`config.mk`:
```
export PLATFORM = sky130hd
export DESIGN_NAME = smi_phy_access
export DESIGN_NICKNAME = d
export VERILOG_FILES = /design/src/rtl/smi_pkg.sv /design/src/rtl/smi_mdc_gen.sv /design/src/rtl/smi_frame_eng.sv /design/src/rtl/smi_seq.sv /design/src/rtl/smi_regs.sv /design/src/rtl/smi_phy_access.sv
export SDC_FILE = /design/constraint.sdc
export NUM_CORES = 1
export LEC_CHECK = 0
export BUFFER_PORTS_ARGS = -buffer_cell sky130_fd_sc_hd__buf_2
export CELL_PAD_IN_SITES_DETAIL_PLACEMENT = 1
export CELL_PAD_IN_SITES_GLOBAL_PLACEMENT = 1
export CORE_UTILIZATION = 45
export DETAILED_ROUTE_END_ITERATION = 8
export HOLD_SLACK_MARGIN = 0.08
export PLACE_DENSITY_LB_ADDON = 0.12
export SLEW_MARGIN = 5
export SYNTH_ARGS = -nofsm -noshare
export SYNTH_HDL_FRONTEND = slang
export SYNTH_HIERARCHICAL = 1
export SYNTH_SLANG_ARGS = --single-unit
```
`constraint.sdc`:
```
create_clock -name clk_i -period 3 [get_ports clk_i]
set_input_delay 0.15 -clock clk_i [delete_from_list [all_inputs] [get_ports clk_i]]
set_output_delay 0.15 -clock clk_i [all_outputs]
set_load 0.01 [all_outputs]
```
`src/rtl/smi_pkg.sv`:
```
package smi_pkg;
  typedef enum logic [1:0] {SEQ_IDLE, SEQ_F1, SEQ_F2} seq_state_e;

  localparam logic [1:0] A_PMASK = 2'd0;
  localparam logic [1:0] A_CMD   = 2'd1;
  localparam logic [1:0] A_DATA  = 2'd2;
  localparam logic [1:0] A_MMD   = 2'd3;

  // 22-style frame body (after preamble)
  function automatic logic [31:0] c22_word(input logic rd, input logic [4:0] phy,
                                           input logic [4:0] ra, input logic [15:0] d);
    return {2'b01, (rd ? 2'b10 : 2'b01), phy, ra, 2'b10, d};
  endfunction

  // 45-style frame body (after preamble)
  function automatic logic [31:0] c45_word(input logic [1:0] op, input logic [4:0] phy,
                                           input logic [4:0] dev, input logic [15:0] d);
    return {2'b00, op, phy, dev, 2'b10, d};
  endfunction

  function automatic logic [4:0] lowest_set(input logic [31:0] m);
    logic [4:0] r;
    r = '0;
    for (int i = 31; i >= 0; i--) begin
      if (m[i]) r = 5'(i);
    end
    return r;
  endfunction
endpackage

```
`src/rtl/smi_mdc_gen.sv`:
```
module smi_mdc_gen #(
  parameter int MDC_HALF = 4
) (
  input  logic clk_i,
  input  logic rst_ni,
  output logic mdc_o,
  output logic rise_o,
  output logic fall_o
);
  localparam int CW = (MDC_HALF > 1) ? $clog2(MDC_HALF) : 1;
  localparam logic [CW-1:0] TOP = CW'(MDC_HALF - 1);

  logic [CW-1:0] cnt_q;
  logic          mdc_q;

  always_ff @(posedge clk_i or negedge rst_ni) begin
    if (!rst_ni) begin
      cnt_q <= '0;
      mdc_q <= 1'b0;
    end else if (cnt_q == TOP) begin
      cnt_q <= '0;
      mdc_q <= ~mdc_q;
    end else begin
      cnt_q <= cnt_q + 1'b1;
    end
  end

  assign mdc_o  = mdc_q;
  assign rise_o = (cnt_q == TOP) && !mdc_q;
  assign fall_o = (cnt_q == TOP) && mdc_q;
endmodule

```
`src/rtl/smi_frame_eng.sv`:
```
module smi_frame_eng #(
  parameter int PRE_LEN = 32
) (
  input  logic        clk_i,
  input  logic        rst_ni,
  input  logic        rise_i,
  input  logic        fall_i,
  input  logic        go_i,
  input  logic [31:0] word_i,
  input  logic        rd_i,
  input  logic        mdio_i,
  output logic        mdio_o,
  output logic        mdio_oe_o,
  output logic        done_o,
  output logic [15:0] rdata_o
);
  localparam int FL = PRE_LEN + 32;
  localparam int CW = $clog2(FL);
  localparam logic [CW-1:0] REL  = CW'(PRE_LEN + 14);
  localparam logic [CW-1:0] DAT  = CW'(PRE_LEN + 16);
  localparam logic [CW-1:0] LAST = CW'(FL - 1);

  logic [FL-1:0] frame_q;
  logic [CW-1:0] cnt_q;
  logic [14:0]   sh_q;
  logic          active_q, drove_q, rd_q, mdio_q, oe_q;

  always_ff @(posedge clk_i or negedge rst_ni) begin
    if (!rst_ni) begin
      frame_q  <= '1;
      cnt_q    <= '0;
      sh_q     <= '0;
      active_q <= 1'b0;
      drove_q  <= 1'b0;
      rd_q     <= 1'b0;
      mdio_q   <= 1'b0;
      oe_q     <= 1'b0;
    end else begin
      if (active_q && fall_i) begin
        mdio_q  <= frame_q[FL-1];
        frame_q <= {frame_q[FL-2:0], 1'b1};
        oe_q    <= !(rd_q && cnt_q >= REL);
        drove_q <= 1'b1;
      end
      if (active_q && drove_q && rise_i) begin
        if (rd_q && cnt_q >= DAT) sh_q <= {sh_q[13:0], mdio_i};
        if (cnt_q == LAST) begin
          active_q <= 1'b0;
          oe_q     <= 1'b0;
        end else begin
          cnt_q <= cnt_q + 1'b1;
        end
      end
      if (go_i) begin
        active_q <= 1'b1;
        drove_q  <= 1'b0;
        cnt_q    <= '0;
        frame_q  <= {{PRE_LEN{1'b1}}, word_i};
        rd_q     <= rd_i;
      end
    end
  end

  assign done_o    = active_q && drove_q && rise_i && (cnt_q == LAST);
  assign rdata_o   = {sh_q, mdio_i};  // valid together with done_o
  assign mdio_o    = mdio_q;
  assign mdio_oe_o = oe_q;
endmodule

```
`src/rtl/smi_seq.sv`:
```
module smi_seq
  import smi_pkg::*;
(
  input  logic        clk_i,
  input  logic        rst_ni,
  input  logic        start_i,
  input  logic        mmd_i,
  input  logic        wr_i,
  input  logic [4:0]  reg_i,
  input  logic [11:0] page_i,
  input  logic [31:0] pmask_i,
  input  logic [4:0]  rd_port_i,
  input  logic [15:0] wdata_i,
  input  logic [4:0]  dev_i,
  input  logic [15:0] maddr_i,
  input  logic        eng_done_i,
  input  logic [15:0] eng_rdata_i,
  output logic        eng_go_o,
  output logic [31:0] eng_word_o,
  output logic        eng_rd_o,
  output logic        done_o,
  output logic        rd_valid_o,
  output logic [15:0] rd_data_o
);
  seq_state_e  state_q;
  logic [31:0] f2_q;
  logic        rd_q;
  logic [4:0]  port;
  logic [31:0] f1, f2;
  logic [15:0] dfield;

  always_comb begin
    port   = (mmd_i || wr_i) ? lowest_set(pmask_i) : rd_port_i;
    dfield = wr_i ? wdata_i : 16'hFFFF;
    if (mmd_i) begin
      f1 = c45_word(2'b00, port, dev_i, maddr_i);
      f2 = c45_word(wr_i ? 2'b01 : 2'b11, port, dev_i, dfield);
    end else begin
      f1 = c22_word(1'b0, port, 5'd31, {4'b0, page_i});
      f2 = c22_word(!wr_i, port, reg_i, dfield);
    end
  end

  always_ff @(posedge clk_i or negedge rst_ni) begin
    if (!rst_ni) begin
      state_q <= SEQ_IDLE;
      f2_q    <= '0;
      rd_q    <= 1'b0;
    end else begin
      unique case (state_q)
        SEQ_IDLE: if (start_i) begin
          state_q <= SEQ_F1;
          f2_q    <= f2;
          rd_q    <= !wr_i;
        end
        SEQ_F1: if (eng_done_i) state_q <= SEQ_F2;
        SEQ_F2: if (eng_done_i) state_q <= SEQ_IDLE;
        default: state_q <= SEQ_IDLE;
      endcase
    end
  end

  assign eng_go_o   = (state_q == SEQ_IDLE && start_i) || (state_q == SEQ_F1 && eng_done_i);
  assign eng_word_o = (state_q == SEQ_IDLE) ? f1 : f2_q;
  assign eng_rd_o   = (state_q != SEQ_IDLE) && rd_q;
  assign done_o     = (state_q == SEQ_F2) && eng_done_i;
  assign rd_valid_o = done_o && rd_q;
  assign rd_data_o  = eng_rdata_i;
endmodule

```
`src/rtl/smi_regs.sv`:
```
module smi_regs
  import smi_pkg::*;
(
  input  logic        clk_i,
  input  logic        rst_ni,
  input  logic        sel_i,
  input  logic        we_i,
  input  logic [1:0]  addr_i,
  input  logic [31:0] wdata_i,
  input  logic        done_i,
  input  logic        rd_valid_i,
  input  logic [15:0] rd_data_i,
  output logic [31:0] ctrl0_o,
  output logic [31:0] ctrl1_o,
  output logic [31:0] ctrl2_o,
  output logic [20:0] ctrl3_o,
  output logic        start_o,
  output logic [31:0] rdata_o
);
  logic [31:0] c0_q, c1_q;
  logic [15:0] c2_hi_q, c2_lo_q;
  logic [20:0] c3_q;
  logic        start_q;
  logic        wr_ok;

  assign wr_ok = sel_i && we_i && !c1_q[0];

  always_ff @(posedge clk_i or negedge rst_ni) begin
    if (!rst_ni) begin
      c0_q <= '0; c1_q <= '0; c2_hi_q <= '0; c2_lo_q <= '0; c3_q <= '0;
      start_q <= 1'b0;
    end else begin
      start_q <= 1'b0;
      if (wr_ok) begin
        unique case (addr_i)
          A_PMASK: c0_q <= wdata_i;
          A_CMD: begin
            c1_q    <= wdata_i;
            start_q <= wdata_i[0];
          end
          A_DATA:  c2_hi_q <= wdata_i[31:16];
          A_MMD:   c3_q <= wdata_i[20:0];
          default: ;
        endcase
      end
      if (done_i)     c1_q[0] <= 1'b0;
      if (rd_valid_i) c2_lo_q <= rd_data_i;
    end
  end

  always_comb begin
    unique case (addr_i)
      A_PMASK: rdata_o = c0_q;
      A_CMD:   rdata_o = c1_q;
      A_DATA:  rdata_o = {c2_hi_q, c2_lo_q};
      default: rdata_o = {11'b0, c3_q};
    endcase
  end

  assign ctrl0_o = c0_q;
  assign ctrl1_o = c1_q;
  assign ctrl2_o = {c2_hi_q, c2_lo_q};
  assign ctrl3_o = c3_q;
  assign start_o = start_q;
endmodule

```
`src/rtl/smi_phy_access.sv`:
```
module smi_phy_access #(
  parameter int MDC_HALF = 4,
  parameter int PRE_LEN  = 32
) (
  input  logic        clk_i,
  input  logic        rst_ni,
  input  logic        bus_sel_i,
  input  logic        bus_we_i,
  input  logic [1:0]  bus_addr_i,
  input  logic [31:0] bus_wdata_i,
  output logic [31:0] bus_rdata_o,
  output logic        mdc_o,
  input  logic        mdio_i,
  output logic        mdio_o,
  output logic        mdio_oe_o
);
  logic [31:0] ctrl0_q, ctrl1_q, ctrl2_q;
  logic [20:0] ctrl3_q;
  logic        start, seq_done, rd_valid;
  logic [15:0] rd_data, eng_rdata;
  logic        rise, fall, eng_go, eng_rd, eng_done;
  logic [31:0] eng_word;

  smi_regs u_regs (
    .clk_i, .rst_ni,
    .sel_i(bus_sel_i), .we_i(bus_we_i), .addr_i(bus_addr_i), .wdata_i(bus_wdata_i),
    .done_i(seq_done), .rd_valid_i(rd_valid), .rd_data_i(rd_data),
    .ctrl0_o(ctrl0_q), .ctrl1_o(ctrl1_q), .ctrl2_o(ctrl2_q), .ctrl3_o(ctrl3_q),
    .start_o(start), .rdata_o(bus_rdata_o)
  );

  smi_seq u_seq (
    .clk_i, .rst_ni,
    .start_i(start), .mmd_i(ctrl1_q[1]), .wr_i(ctrl1_q[2]),
    .reg_i(ctrl1_q[24:20]), .page_i(ctrl1_q[14:3]),
    .pmask_i(ctrl0_q), .rd_port_i(ctrl2_q[20:16]), .wdata_i(ctrl2_q[31:16]),
    .dev_i(ctrl3_q[20:16]), .maddr_i(ctrl3_q[15:0]),
    .eng_done_i(eng_done), .eng_rdata_i(eng_rdata),
    .eng_go_o(eng_go), .eng_word_o(eng_word), .eng_rd_o(eng_rd),
    .done_o(seq_done), .rd_valid_o(rd_valid), .rd_data_o(rd_data)
  );

  smi_mdc_gen #(.MDC_HALF(MDC_HALF)) u_mdc (
    .clk_i, .rst_ni, .mdc_o(mdc_o), .rise_o(rise), .fall_o(fall)
  );

  smi_frame_eng #(.PRE_LEN(PRE_LEN)) u_eng (
    .clk_i, .rst_ni, .rise_i(rise), .fall_i(fall),
    .go_i(eng_go), .word_i(eng_word), .rd_i(eng_rd), .mdio_i(mdio_i),
    .mdio_o(mdio_o), .mdio_oe_o(mdio_oe_o), .done_o(eng_done), .rdata_o(eng_rdata)
  );
endmodule

```
==> results.json, run 1 <==
{
  "intPower_uw": 8170,
  "hp-class": "in -> async",
  "p_leak_uw": 0.00621,
  "root_buffer": "clkbuf_16",
  "ys_seq_area_frac": 0.526,
  "rsz0062_at_grt": "false",
  "cts_tree": "done",
  "crit_path_start": "u_mdc/cnt_q[0]",
  "cts_buffers": 27,
  "synth_top_family_by_area": "multiplexers",
  "synthAdderAreaFrac": 0.00319,
  "synth_area_leaders": "dfrtp_1 38%, dfstp_2 14%, mux2_2 9.7%, mux2i_1 5.0%, nand2_1 4.1%",
  "busiest_layer": "met2",
  "grtUsageMet3": 0.0256,
  "grt_util_met1": 0.334,
  "grt_pass1_vias": 8530,
  "wire_per_inst_um": 20.9,
  "synth-simple-area-share": 0.123,
  "grt_max_degree": 76,
  "synthArstFlopShare": 1.00,
  "period_minus_slack_ns": 2.49,
  "port_buffers": 73,
  "synth_mux_area_frac": 0.224,
  "synth.most_common_cell": "dfrtp_1",
  "nets": 1145,
  "timing.rr.end": "u_eng/cnt_q[1]",
  "postCtsSetupBuffers": 0,
  "grt_overflow_total": 0,
  "fmax_ghz": 0.401,
  "synthXorXnorAreaFrac": 0.000745,
  "drcViolationCount": 0,
  "cts_max_level": 1,
  "reg2reg_slack_ns": 0.51,
  "crit_fanout": 38,
  "place_ws_ns": 0.500,
  "synth_enable_flop_cells": 0,
  "syn_area_per_cell_um2": 11.5,
  "area_growth_pct": 15.9,
  "critPathLaunchType": "flip-flop",
  "crit_arrival_ns": 2.91,
  "syn-instance-count": 1026,
  "place.gp.congestion": 0.788,
  "worst_slew_pin_slew_ns": 1.11,
  "grt_use_total": 0.235,
  "hpwl_um": 20200,
  "p_sw_uw": 3730,
  "num_io_pins": 74,
  "slew_viol_final": 0,
  "core_mm2": 0.0254,
  "yosysWarnings": 6,
  "clkTransAtPathRegs_ns": 0.06,
  "combPwrFrac": 0.228,
  "worst_r2r_path_depth": 9,
  "finClkSkew_ns": 0.0266,
  "tns_ns": 0,
  "peakVddDrop_mv": 0.619,
  "dr.first_iter.drc_count": 560,
  "insertion_delay_ns": 0.54,
  "grt_pass1_wl_um": 48400,
  "status": "finished clean",
  "cap_violations": 0,
  "die_w_um": 164,
  "ant_nets": 0,
  "fin_ws_ns": 0.507,
  "crit_path_end": "u_eng/cnt_q[1]",
  "post_drt_via_cell_ratio": 5.58,
  "synth_area_mm2": 0.0118,
  "worstSetupEndpointType": "flip-flop",
  "clkPwrFrac": 0.299,
  "wirelength_um": 30300,
  "finalHoldViolations": 0,
  "synth_cell_type_count": 61,
  "first_pass_iters": 4,
  "initial_core_util": 0.463,
  "die_area_mm2": 0.0268,
  "vias": 8112,
  "finalCritPeriodShare": 0.831,
  "fp.dieH_um": 164,
  "max-slew-margin-rel": 0.260,
  "synth_top_area_cell": "dfrtp_1",
  "finalSetupViolations": 0,
  "synth_seq_cells": 244,
  "cts_sinks": 244,
  "antenna_found_initial": 0,
  "swShare": 0.313,
  "synth_compound_area_frac": 0.0695,
  "clockBufferDepth": 3,
  "critPathRequiredTime_ns": 3.41,
  "path_class": "reg -> reg",
  "netlist.area_leader.share": 0.383,
  "power_density_mw_per_mm2": 873,
  "r2r-start": "u_mdc/cnt_q[0]",
  "num_rows": 58,
  "drive_above_1_share": 0.323,
  "ys.flop_type": "dfrtp_1",
  "netlist_top_cells_count": "180 x dfrtp_1, 127 x nand2_1, 101 x mux2_2",
  "seqPwrFrac": 0.474,
  "met2_usage": 0.386
}
-- layout make-up --
type,instances,area (um^2)
fillers,2657,11800
repair buffers,133,973
well taps,330,413
multi-input cells,667,4980
flip-flops and latches,244,6190
diodes,1,2.50
inverters,30,113
clock inverters,12,193
clock buffers,38,767
-- stage by stage --
stage,instance area (um^2),hold slack [ns],total power (uW),utilization,cells
finish,13600,0.186,11900,0.537,1455
global route,13600,0.221,12500,0.537,1454
CTS,13600,0.195,12000,0.537,1454
detailed placement,12300,0.156,8350,0.485,1370
global placement,12300,0.156,8200,0.485,1370
floorplan,11800,-0.146,7210,-,1027
-- per-layer routing --
layer	up-vias	routed length, um
met3	34	963
met5	-	0
met4	0	583
li1	3774	-
met2	140	14600
met1	4164	14200
-- critical path: stages (launching register included) --
cell and delay (ns):
dfrtp_1 0.34, ha_1 0.21, nor2b_1 0.26, nand4_2 0.20, nor2_1 0.27, nand2_1 0.16
a21oi_4 0.34, inv_1 0.08, buf_4 0.27, a31o_2 0.25
-- cell families after synthesis --
kind of cell,count (synthesis)
flops,244
other cells,1
mux,214
compound gates,140
xor+xnor,1
simple gates,307
fa+ha+maj,3
buf+inv,116
-- cell usage in the layout (no fill, tap or decap), types with 12 or more instances in the layout --
| cell | Yosys | final |
|---|---|---|
| dlygate4sd3_1 | 0 | 34 |
| nand3_1 | 72 | 72 |
| mux4_2 | 21 | 21 |
| o21ai_1 | 12 | 12 |
| buf_2 | 20 | 72 |
| mux2_4 | 17 | 17 |
| dfrtp_1 | 180 | 180 |
| mux2_2 | 101 | 101 |
| o21ai_0 | 67 | 67 |
| dfstp_2 | 64 | 64 |
| inv_1 | 30 | 30 |
| buf_4 | 23 | 21 |
| a31oi_1 | 26 | 26 |
| clkbuf_16 | 0 | 27 |
| nor2_1 | 51 | 51 |
| mux2_1 | 16 | 16 |
| mux2i_1 | 59 | 59 |
| nand2_1 | 127 | 126 |
-- how the worst min path moves through the flow --
stage | slack, ns | startpoint | endpoint
after floorplan | -0.15 | rst_ni | u_eng/active_q
final | 0.19 | rst_ni | u_seq/f2_q[30]
after detailed placement | 0.16 | rst_ni | u_seq/f2_q[30]
after global routing | 0.22 | rst_ni | u_seq/f2_q[30]
after CTS | 0.20 | rst_ni | u_seq/f2_q[30]
after global placement | 0.16 | rst_ni | u_seq/f2_q[30]
-- power by group through the flow --
stage / registers [uW] / logic, uW / clock network [uW]
after CTS: 5630 / 2730 / 3640
after global placement: 5620 / 2580 / 0
after floorplan: 5220 / 1990 / 0
after detailed placement: 5670 / 2680 / 0
final: 5630 / 2710 / 3550
after global routing: 5780 / 3010 / 3750
-- registers in the layout, indices dropped and copies added, names as in the netlist --
name	cells
u_seq/state_q	2
u_eng/frame_q	64
u_seq/f2_q	30
u_eng/sh_q	15
u_regs/c2_hi_q	16
u_regs/ctrl0_o	32
u_eng/active_q	1
u_mdc/cnt_q	2
u_eng/mdio_oe_o	1
u_eng/rd_q	1
u_regs/c2_lo_q	16
u_mdc/mdc_o	1
u_regs/start_o	1
u_eng/cnt_q	6
u_eng/drove_q	1
u_regs/ctrl1_o	32
u_regs/ctrl3_o	21
u_eng/mdio_o	1
u_seq/rd_q	1
-- repair_timing --
item                      CTS  global route
resized for setup           0             0
hold endpoints to repair  230             0
hold buffers               34             0
Power figures use the tool's default switching activity.
==> run 2, diff against run 1 <==
clock period = 2.2 ns   (was 3 ns; I/O delays follow)
==> results.json, run 2 (same netlist as run 1, synthesis figures left out) <==
{
  "cts_max_level": 1,
  "power_uw": 16300,
  "p_leak_uw": 0.00630,
  "initial_core_util": 0.463,
  "mostFrequentLayoutCell": "dfrtp_1",
  "antenna_found_initial": 0,
  "crit_arrival_ns": 2.01,
  "largest_reg_flops": 64,
  "wirelength_um": 31300,
  "cts_tree": "done",
  "vias": 8228,
  "finalSetupViolations": 0,
  "crit_path_max_incr_delay_ns": 0.51,
  "dr.first_iter.drc_count": 470,
  "insertion_delay_ns": 0.55,
  "cts_buffers": 27,
  "area_growth_pct": 17.5,
  "p_sw_uw": 5160,
  "cap_violations": 0,
  "slowest_stage": "mux4_2",
  "slew_viol_final": 0,
  "worst_slew_pin_slew_ns": 0.553,
  "post_drt_via_cell_ratio": 5.61,
  "wire_per_inst_um": 21.3,
  "drive_above_1_share": 0.332,
  "ant_nets": 0,
  "seqPwrFrac": 0.468,
  "max-slew-margin-rel": 0.628,
  "placed_area_mm2": 0.0125,
  "finClkSkew_ns": 0.0282,
  "clkTransAtPathRegs_ns": 0.06,
  "fillers": 2681,
  "first_pass_iters": 5,
  "path_class": "reg -> out",
  "critPathRequiredTime_ns": 2.09,
  "peakVddDrop_mv": 0.745,
  "clockBufferDepth": 3,
  "combPwrFrac": 0.238,
  "critPathLaunchType": "flip-flop",
  "period_minus_slack_ns": 2.12,
  "crit_fanout": 27,
  "final_cell_mix": "180 x dfrtp_1, 126 x nand2_1, 101 x mux2_2",
  "core_mm2": 0.0254,
  "die_area_mm2": 0.0268,
  "num_rows": 58,
  "grt_pass1_vias": 8704,
  "cts_sinks": 244,
  "drcViolationCount": 0,
  "grt_use_total": 0.241,
  "worstSetupEndpointType": "output port",
  "power_density_mw_per_mm2": 1180,
  "hpwl_um": 20700,
  "die_w_um": 164,
  "nets": 1157,
  "tns_ns": 0,
  "largest-register": "u_eng/frame_q",
  "grt_pass1_wl_um": 49400,
  "port_buffers": 73,
  "grt_overflow_total": 0,
  "fmax_ghz": 0.472,
  "cp_cell_sequence": "buf_4 -> mux4_2 -> buf_2",
  "fp.dieH_um": 164,
  "place.gp.congestion": 0.824,
  "intPower_uw": 11100,
  "num_io_pins": 74,
  "finish.instance_area_mm2": 0.0138,
  "finalHoldViolations": 0,
  "root_buffer": "clkbuf_16",
  "finalCritPeriodShare": 0.962,
  "clkPwrFrac": 0.294,
  "status": "finished clean",
  "grt_max_degree": 72,
  "swShare": 0.316,
  "hp-class": "in -> async"
}
## run 2: cell count changes in the layout (fill, tap and decap cells not counted), sizes merged
cell and change:
buf +12, bufinv -1, clkbuf +3, clkinv -1
clkinvlp -1
## run 2: critical path: cells and delay by family (launching register included)
| kind | cells | cell delay [ns] |
|---|---|---|
| mux | 1 | 0.51 |
| flops | 1 | 0.47 |
| buf+inv | 2 | 0.48 |
## run 2: what timing repair did
action | 4_1_cts | 5_1_grt
buffers inserted | 0 | 2
endpoints found under the hold margin | 324 | 0
endpoints found under the setup margin | 0 | 79
hold buffers | 34 | 0
gates resized for setup | 0 | 8
## run 2: layout make-up
class                      instances  area (um^2)  area share
clock buffer                      41          788      0.0570
sequential                       244         6190       0.448
tap                              330          413      0.0299
multi-input combinational        667         5000       0.362
antenna                            1         2.50    0.000181
timing repair buffer             145         1150      0.0836
inverter                          30          113     0.00815
clock inverter                     9          163      0.0118
## run 2: path summary, 6_finish.rpt
| kind | start | to | slack (ns) | depth (start not counted) |
|---|---|---|---|---|
| min in group clk_i | bus_addr_i[0] | u_regs/start_o | 0.12 | 2 |
| worst min register to register | u_mdc/cnt_q[0] | u_mdc/cnt_q[0] | 0.44 | 1 |
| worst min-delay path | rst_ni | u_mdc/mdc_o | 0.11 | 2 |
| max in group asynchronous | rst_ni | u_eng/frame_q[4] | 1.29 | 3 |
| worst max-delay path | u_regs/ctrl1_o[1] | bus_rdata_o[1] | 0.08 | 3 |
| worst max register to register | u_mdc/cnt_q[0] | u_eng/cnt_q[1] | 0.13 | 9 |
## run 2: per-stage QoR
| stage | worst slack, ns | cells | hold WS [ns] | utilization |
|---|---|---|---|---|
| floorplan | 0.0295 | 1027 | -0.186 | - |
| global placement | 0.183 | 1380 | 0.0939 | 0.491 |
| detailed placement | 0.102 | 1380 | 0.0949 | 0.491 |
| CTS | 0.0506 | 1464 | 0.0806 | 0.542 |
| global route | -0.0297 | 1466 | 0.128 | 0.544 |
| finish | 0.0835 | 1467 | 0.114 | 0.544 |
## run 2: layer usage
| layer | vias up | share of wire | global-route usage |
|---|---|---|---|
| met5 | - | 0 | 0 |
| met4 | 0 | 0.017 | 0.0522 |
| met3 | 39 | 0.031 | 0.0246 |
| met2 | 144 | 0.49 | 0.405 |
| met1 | 4257 | 0.46 | 0.338 |
| li1 | 3788 | - | - |
## run 2: power groups by stage
stage | Sequential (uW) | Combinational, uW | Clock (uW)
6_report | 7630 | 3880 | 4790
4_1_cts | 7630 | 3900 | 4930
5_1_grt | 7820 | 4300 | 5060
2_1_floorplan | 7120 | 2720 | 0
3_5_place_dp | 7670 | 3810 | 0
3_3_place_gp | 7610 | 3670 | 0
